--- src/rtl/spwm_pkg.sv ---
package spwm_pkg;
  parameter int unsigned SPWM_RES_W  = 12;
  parameter int unsigned SPWM_WORD_W = 32;

  typedef enum logic {
    SH_IDLE = 1'b0,
    SH_RUN  = 1'b1
  } spwm_sh_state_e;
endpackage

--- src/rtl/spwm_pattern.sv ---
module spwm_pattern #(
  parameter int unsigned RES_W  = spwm_pkg::SPWM_RES_W,
  parameter int unsigned WORD_W = spwm_pkg::SPWM_WORD_W,
  localparam int unsigned SHIFT_W = $clog2(WORD_W),
  localparam int unsigned CHUNK_W = RES_W - SHIFT_W
) (
  input  logic [CHUNK_W-1:0] chunk,
  input  logic [RES_W-1:0]   duty,
  output logic [WORD_W-1:0]  word
);
  // Each bit position compares its absolute tick number against the duty.
  for (genvar i = 0; i < WORD_W; i++) begin : g_bit
    localparam logic [SHIFT_W-1:0] POS = SHIFT_W'(i);
    assign word[i] = ({chunk, POS} < duty);
  end
endmodule

--- src/rtl/spwm_word_source.sv ---
module spwm_word_source #(
  parameter int unsigned RES_W  = spwm_pkg::SPWM_RES_W,
  parameter int unsigned WORD_W = spwm_pkg::SPWM_WORD_W,
  localparam int unsigned SHIFT_W = $clog2(WORD_W),
  localparam int unsigned CHUNK_W = RES_W - SHIFT_W
) (
  input  logic              clk,
  input  logic              rst_n,
  input  logic              enable,
  input  logic              duty_valid,
  output logic              duty_ready,
  input  logic [RES_W-1:0]  duty_data,
  output logic              word_valid,
  input  logic              word_ready,
  output logic [WORD_W-1:0] word_data
);
  localparam logic [CHUNK_W-1:0] LAST_CHUNK = '1;
  localparam logic [CHUNK_W-1:0] CHUNK_ONE  = CHUNK_W'(1);

  logic [CHUNK_W-1:0] chunk_q;
  logic [RES_W-1:0]   duty_cur_q;
  logic [RES_W-1:0]   pend_q;
  logic               pend_vld_q;
  logic [RES_W-1:0]   eff_duty;
  logic               period_start;
  logic               push;
  logic               take_pend;

  assign period_start = (chunk_q == '0);
  assign eff_duty     = (period_start && pend_vld_q) ? pend_q : duty_cur_q;
  assign word_valid   = enable;
  assign push         = word_valid && word_ready;
  assign take_pend    = push && period_start && pend_vld_q;
  assign duty_ready   = !pend_vld_q;

  spwm_pattern #(.RES_W(RES_W), .WORD_W(WORD_W)) u_pattern (
    .chunk (chunk_q),
    .duty  (eff_duty),
    .word  (word_data)
  );

  always_ff @(posedge clk) begin
    if (!rst_n) begin
      chunk_q    <= '0;
      duty_cur_q <= '0;
      pend_q     <= '0;
      pend_vld_q <= 1'b0;
    end else begin
      if (duty_valid && duty_ready) begin
        pend_q     <= duty_data;
        pend_vld_q <= 1'b1;
      end else if (take_pend) begin
        pend_vld_q <= 1'b0;
      end
      if (push) begin
        chunk_q <= (chunk_q == LAST_CHUNK) ? '0 : chunk_q + CHUNK_ONE;
        if (period_start) duty_cur_q <= eff_duty;
      end
    end
  end

  AST_WORD_SHAPE: assert property (@(posedge clk) disable iff (!rst_n)
    word_valid |-> (($countones(word_data[WORD_W-2:0] ^ word_data[WORD_W-1:1]) <= 1)
                    && (word_data[0] || (word_data == '0))));

  AST_CHUNK_WRAP: assert property (@(posedge clk) disable iff (!rst_n)
    (push && chunk_q == LAST_CHUNK) |=> (chunk_q == '0));

  AST_DUTY_ONLY_AT_START: assert property (@(posedge clk) disable iff (!rst_n)
    !(push && period_start) |=> $stable(duty_cur_q));

  AST_PENDING_HELD: assert property (@(posedge clk) disable iff (!rst_n)
    (pend_vld_q && !take_pend) |=> (pend_vld_q && $stable(pend_q) && !duty_ready));
endmodule

--- src/rtl/spwm_serializer.sv ---
module spwm_serializer #(
  parameter int unsigned WORD_W = spwm_pkg::SPWM_WORD_W,
  localparam int unsigned SHIFT_W = $clog2(WORD_W)
) (
  input  logic              clk,
  input  logic              rst_n,
  input  logic              in_valid,
  output logic              in_ready,
  input  logic [WORD_W-1:0] in_data,
  output logic              ser_out,
  output logic              underrun
);
  import spwm_pkg::*;

  localparam logic [SHIFT_W-1:0] CNT_ONE  = SHIFT_W'(1);
  localparam logic [SHIFT_W-1:0] CNT_LAST = '1;

  logic [WORD_W-1:0]  hold_q;
  logic               hold_full_q;
  logic [WORD_W-1:0]  shift_q;
  logic [SHIFT_W-1:0] cnt_q;
  spwm_sh_state_e     state_q;
  logic               out_q;
  logic               under_q;
  logic               last_bit;
  logic               consume;
  logic               push;

  assign last_bit = (state_q == SH_RUN) && (cnt_q == CNT_LAST);
  assign consume  = hold_full_q && ((state_q == SH_IDLE) || last_bit);
  assign in_ready = !hold_full_q || consume;
  assign push     = in_valid && in_ready;
  assign ser_out  = out_q;
  assign underrun = under_q;

  // Holding register: written by the source, emptied by the shifter.
  always_ff @(posedge clk) begin
    if (!rst_n) begin
      hold_q      <= '0;
      hold_full_q <= 1'b0;
    end else if (push) begin
      hold_q      <= in_data;
      hold_full_q <= 1'b1;
    end else if (consume) begin
      hold_full_q <= 1'b0;
    end
  end

  // Shifter: one bit per clock, LSB first; reloads without a gap.
  always_ff @(posedge clk) begin
    if (!rst_n) begin
      shift_q <= '0;
      cnt_q   <= '0;
      state_q <= SH_IDLE;
      out_q   <= 1'b0;
      under_q <= 1'b0;
    end else begin
      if (state_q == SH_RUN) begin
        out_q   <= shift_q[0];
        shift_q <= shift_q >> 1;
        cnt_q   <= cnt_q + CNT_ONE;
      end
      if (consume) begin
        shift_q <= hold_q;
        cnt_q   <= '0;
        state_q <= SH_RUN;
      end else if (last_bit) begin
        state_q <= SH_IDLE;
        under_q <= 1'b1;
      end
    end
  end

  AST_NO_GAP: assert property (@(posedge clk) disable iff (!rst_n)
    (last_bit && hold_full_q) |=> (state_q == SH_RUN && cnt_q == '0));

  AST_HOLD_KEPT: assert property (@(posedge clk) disable iff (!rst_n)
    (hold_full_q && !consume) |=> (hold_full_q && $stable(hold_q)));

  AST_STARVED_LEVEL: assert property (@(posedge clk) disable iff (!rst_n)
    (state_q == SH_IDLE) |=> $stable(out_q));

  AST_UNDERRUN_STICKY: assert property (@(posedge clk) disable iff (!rst_n)
    under_q |=> under_q);
endmodule

--- src/rtl/spwm_word_gen.sv ---
module spwm_word_gen #(
  parameter int unsigned RES_W  = spwm_pkg::SPWM_RES_W,
  parameter int unsigned WORD_W = spwm_pkg::SPWM_WORD_W
) (
  input  logic             clk,
  input  logic             rst_n,
  input  logic             enable,
  input  logic             duty_valid,
  output logic             duty_ready,
  input  logic [RES_W-1:0] duty_data,
  output logic             pwm_out,
  output logic             underrun
);
  logic              w_valid;
  logic              w_ready;
  logic [WORD_W-1:0] w_data;

  spwm_word_source #(.RES_W(RES_W), .WORD_W(WORD_W)) u_source (
    .clk        (clk),
    .rst_n      (rst_n),
    .enable     (enable),
    .duty_valid (duty_valid),
    .duty_ready (duty_ready),
    .duty_data  (duty_data),
    .word_valid (w_valid),
    .word_ready (w_ready),
    .word_data  (w_data)
  );

  spwm_serializer #(.WORD_W(WORD_W)) u_ser (
    .clk      (clk),
    .rst_n    (rst_n),
    .in_valid (w_valid),
    .in_ready (w_ready),
    .in_data  (w_data),
    .ser_out  (pwm_out),
    .underrun (underrun)
  );

  AST_RESET_QUIET: assert property (@(posedge clk)
    !rst_n |=> (!pwm_out && !underrun && duty_ready));
endmodule

--- config.mk ---
export PLATFORM = sky130hd
export DESIGN_NAME = spwm_word_gen
export DESIGN_NICKNAME = d
export VERILOG_FILES = /design/src/rtl/spwm_pkg.sv /design/src/rtl/spwm_pattern.sv /design/src/rtl/spwm_word_source.sv /design/src/rtl/spwm_serializer.sv /design/src/rtl/spwm_word_gen.sv
export SDC_FILE = /design/constraint.sdc
export NUM_CORES = 1
export LEC_CHECK = 0
export ABC_AREA = 0
export BUFFER_PORTS_ARGS = -buffer_cell sky130_fd_sc_hd__buf_2
export CAP_MARGIN = 20
export CORE_ASPECT_RATIO = 1.1
export CORE_MARGIN = 2
export CORE_UTILIZATION = 50
export CTS_BUF_LIST = sky130_fd_sc_hd__clkbuf_4
export DETAILED_ROUTE_END_ITERATION = 16
export PLACE_DENSITY = 0.73
export RECOVER_POWER = 50
export SLEW_MARGIN = 15
export SYNTH_ARGS = -nofsm -noshare
export SYNTH_HDL_FRONTEND = slang
export SYNTH_HIERARCHICAL = 1
export SYNTH_SLANG_ARGS = --single-unit
--- constraint.sdc ---
create_clock -name clk -period 3.69 [get_ports clk]
set_input_delay 0.738 -clock clk [delete_from_list [all_inputs] [get_ports clk]]
set_output_delay 0.738 -clock clk [all_outputs]
set_load 0.1 [all_outputs]
# [Yosys cells after proc, flatten, opt, wreduce, memory -nomap -nowiden]
# Index checks and enable logic that the tools add are counted.
[totals] reg_bits=105 output_inout_bits=3 elab_cells=79
[op_classes] n_addsub=2 n_lt_le_gt_ge=32 eq_ne=2 n_mux=10 bitwise=3 n_reduce_logical=19
[op_table] cell="12-bit less-than comparator" count=32
[op_table] cell="32-bit 2-to-1 mux" count=2
[op_table] cell="12-bit 2-to-1 mux" count=1
[op_table] cell="2-bit nonzero test" count=4
[op_table] cell="7-bit by 1-bit adder with 7-bit output (second input constant)" count=1
[op_table] cell="7-bit equality test (second input constant)" count=1
[op_table] cell="1-bit logical AND" count=7
[op_table] cell="7-bit logical NOT" count=1
[op_table] cell="7-bit 2-to-1 mux" count=1
[op_table] cell="1-bit 2-to-1 mux" count=6
[op_table] cell="5-bit by 1-bit adder with 5-bit output (second input constant)" count=1
[op_table] cell="5-bit equality test (second input constant)" count=1
[op_table] cell="2-bit AND reduction" count=2
[op_table] cell="1-bit NOT" count=3
[op_table] cell="1-bit logical NOT" count=2
[op_table] cell="1-bit logical OR" count=2
[op_table] cell="2-bit OR reduction" count=1

# [Logic depth before layout (Yosys ltp)]
[depth] depth_word=10 mapped_depth=16 mapped_depth_nobuf=13

# [By module]
# Netlist, hierarchy kept.
[modules_own_cells] module="spwm_serializer" instances=1 cells_per_inst=358 area_each_um2=3270.6 seq_area_each_um2=1461.4
[modules_own_cells] module="spwm_word_source" instances=1 cells_per_inst=171 area_each_um2=1519.0 seq_area_each_um2=640.6
[modules_own_cells] module="spwm_pattern" instances=1 cells_per_inst=93 area_each_um2=589.3 seq_area_each_um2=0.0

# [Least setup slack after synthesis]
# No wires, ideal clock.
[synth_path] path_kind="reg-to-reg" startpoint="reg u_source.chunk_q[0]" endpoint="reg u_ser.hold_q[24]" setup_time_ns=0.072 arrival_time_ns=2.674 slack_ns=0.944 stages_incl_launch_ff=17 path_buffers=3 cell_sequence="dfxtp_1 inv_1 ha_1 nor4b_2 nand3_2 buf_6 mux2_4 inv_1 ha_1 nand4b_1 a31oi_1 or2_1 buf_6 buf_8 a21oi_1 nand2_1 mux2i_1"
[synth_between] elab_chain_cells=4
[synth_lines] item="start, declared" line_no="spwm_word_source.sv:20" rtl="logic [CHUNK_W-1:0] chunk_q;"
[synth_lines] item="start signal, assigned" line_no="spwm_word_source.sv:56" rtl="chunk_q <= (chunk_q == LAST_CHUNK) ? '0 : chunk_q + CHUNK_ONE;"
[synth_lines] item="7-bit logical NOT" line_no="spwm_word_source.sv:29" rtl="assign period_start = (chunk_q == '0);"
[synth_lines] item="1-bit logical AND" line_no="spwm_word_source.sv:30" rtl="assign eff_duty = (period_start && pend_vld_q) ? pend_q : duty_cur_q;"
[synth_lines] item="12-bit 2-to-1 mux" line_no="spwm_word_source.sv:30"
[synth_lines] item="net u_source.eff_duty[7]" line_no="spwm_word_source.sv:24" rtl="logic [RES_W-1:0] eff_duty;"
[synth_lines] item="12-bit less-than comparator" line_no="spwm_pattern.sv:14" rtl="assign word[i] = ({chunk, POS} < duty);"
[synth_lines] item="net w_data[24]" line_no="spwm_word_gen.sv:16" rtl="logic [WORD_W-1:0] w_data;"
[synth_lines] item="end signal, assigned" line_no="spwm_serializer.sv:42" rtl="hold_q <= in_data;"
[synth_lines] item="end, declared" line_no="spwm_serializer.sv:18" rtl="logic [WORD_W-1:0] hold_q;"
# The timed path passes the listed nets, and every way through them passes these cells.
# A chain may end at the register's enable or synchronous reset.

# [Final worst setup path]
[layout_path] startpoint="reg u_source.chunk_q[0]" endpoint="reg u_ser.hold_q[14]"
# Same word-level chain as after synthesis.

==> out/metrics.cfg <==
[cts]
cts-root-buf=clkbuf_4
clkLatencyLatePin_ps=470
cts_hold_buffers=0
cts.sinks=105
cts.clk_slew.worst_paths_ps=150
cts_tree=yes
cts_setup_buffers=0
htree_levels=3
cts_inserted_buffers=9
cts.path.max_buffers=2
cts_resized=0

[placed_design]
place.gp.congestion=0.813
hpwl_um=6940
dp_slack_ps=376
dpl.cell_count=739
io_buffer_count=18

[job]
maxCapViolations=2

[routing]
vias=4110
wl_um=10500
ant_nets=0
post_drt_via_cell_ratio=5.45
first_pass_iters=5
drt_iter0_drc=325
routedWlPerCell_um=13.9
drc=0

[worst_setup_path]
worstSetupStartpointType=flop
path_class=reg -> reg
reg2reg_slack_ps=340
critPathMaxFanout=15
cp.required_ps=4100
critPathArrivalTime_ps=3760
worst_setup_path_end_kind=flop

[timing]
hold_slack_ps=467
setup_slack_ps=338
finalHoldViolCount=0
max_freq_ghz=0.298
tightest_slew_ps=1650
period_needed_ps=3350
fin_tns_setup_ps=0
slew_violations=81
slew_headroom_pct=-9.81
fin_crit_sh_pct=90.8
finalSetupViolCount=0
rsz0062_at_grt=false
finClkSkew_ps=21.7

[die]
initial_core_util_pct=51.5
core.rowCount=39
die_area_um2=11600
io_pins=19
core_area_um2=10400
fp.dieW_um=103
die_y_um=113

[cells_and_area]
final_common_cell=nand2_1
drive_gt1_share_pct=12.3
postLayoutCoreUtil_pct=51.2
area_delta_synth_final_pct=-0.512
insertedDiodeCount=0
layout.cells.non_filler=754
nets=635
final_cell_mix=nand2_1 (125), dfxtp_1 (105), mux2i_1 (47)

[global_route]
grt_usage_pct=19.2
antenna_found_initial=0
grt_pass1_vias=3941
grt_pass1_wl_um=18100
grt_max_degree=47
gr-total-overflow=0

[status]
violations=max-capacitance violations, max-slew violations
status=finished, violations left

[logic_synthesis]
avgSynthCellArea_um2=8.65
syn_area_um2=5380
yosysTopAreaCell=dfxtp_1
seq_area_frac_synth_pct=39.1
syn_inst=622
synth_warnings=6
synth_seq_cells=105
synth_top_cell_area_share_pct=39.1
synth_cell_types=55
synthTopCellsByArea=dfxtp_1 (39%), mux2i_1 (8.7%), nand2_1 (8.7%)
syn_nets=650

[power_and_ir_drop]
leakage_nw=2.00
ir_drop_mv=0.253
p_per_area_nw_per_um2=429

[min_path]
hp-class=reg -> reg

-- through the flow --
stage                     total power [mW]  area, um2
after floorplan                       1.76       5380
after global placement                1.81       5370
after detailed placement              1.82       5370
after CTS                             2.34       5480
after global routing                  2.43       5350
final                                 2.30       5350
-- state kept, by name, indices dropped and copies added (netlist names), 5 cells and up --
register and cells:
u_ser/hold_q 32, u_source/pend_q 12, u_source/chunk_q 7, u_source/duty_cur_q 12
u_ser/cnt_q 5, u_ser/shift_q 32
-- cells in the mapped netlist (all sizes together) --
master / n
a211oi: 31
a21boi: 2
a21oi: 53
a311oi: 1
a31oi: 3
a41oi: 1
and2: 1
and3: 1
and4: 1
buf: 27
clkbuf: 24
clkinv: 1
dfxtp: 105
ha: 12
inv: 17
mux2: 12
mux2i: 47
nand2: 125
nand2b: 2
nand3: 8
nand3b: 1
nand4: 4
nand4b: 1
nor2: 46
nor2b: 6
nor3: 31
nor4: 2
nor4b: 1
o211ai: 2
o21a: 1
o21ai: 41
o221ai: 1
or2: 4
or3: 2
or4: 1
xnor2: 1
xor2: 3
-- power by group --
part | internal (mW) | switching [mW]
sequential | 1.23 | 0.0615
clock | 0.151 | 0.367
combinational | 0.184 | 0.300
total | 1.57 | 0.728
-- cell type report --
type	count	area [um2]
Fill cell	1035	5090
Multi-Input combinational cell	448	2760
Sequential cell	105	2100
Tap cell	143	179
Timing Repair Buffer	25	134
Clock buffer	11	82.6
Inverter	18	67.6
Clock inverter	4	31.3
-- layer usage --
| layer | wire length, um | global-route usage [%] |
|---|---|---|
| met1 | 4980 | 24.4 |
| met2 | 4990 | 32.2 |
| met3 | 360 | 3.52 |
| met4 | 176 | 7.19 |
| met5 | 0 | 0 |
-- kinds of logic after synthesis --
logic type / after synthesis / synth area share (%)
flip-flops: 105 / 39.1
multiplexers: 59 / 12.0
buffers and inverters: 69 / 7.51
XOR/XNOR: 4 / 0.651
AO/OA/AOI/OAI: 136 / 18.3
adder cells (fa/ha/maj): 12 / 2.79
AND/OR/NAND/NOR: 237 / 19.7
-- final timing paths --
check	from	end	depth (start not counted)
min reg2reg	u_ser/hold_q[31]$_SDFFE_PN0P_	u_ser/hold_q[31]$_SDFFE_PN0P_	2
max reg2reg	u_source/chunk_q[0]$_SDFFE_PN0P_	u_ser/hold_q[14]$_SDFFE_PN0P_	13
min	u_ser/hold_q[31]$_SDFFE_PN0P_	u_ser/hold_q[31]$_SDFFE_PN0P_	2
max	u_source/chunk_q[0]$_SDFFE_PN0P_	u_ser/hold_q[14]$_SDFFE_PN0P_	13
-- critical path: stages (launching register included) --
cell,delay [ps]
dfxtp_1,400
inv_1,100
ha_1,150
nor4b_2,260
nand3_2,390
mux2_4,410
inv_1,60
ha_1,270
a21oi_2,190
a21oi_1,90
or2_1,450
a21oi_1,280
nand2_1,80
mux2i_1,170
No activity file was read; power rests on OpenSTA's default activity.
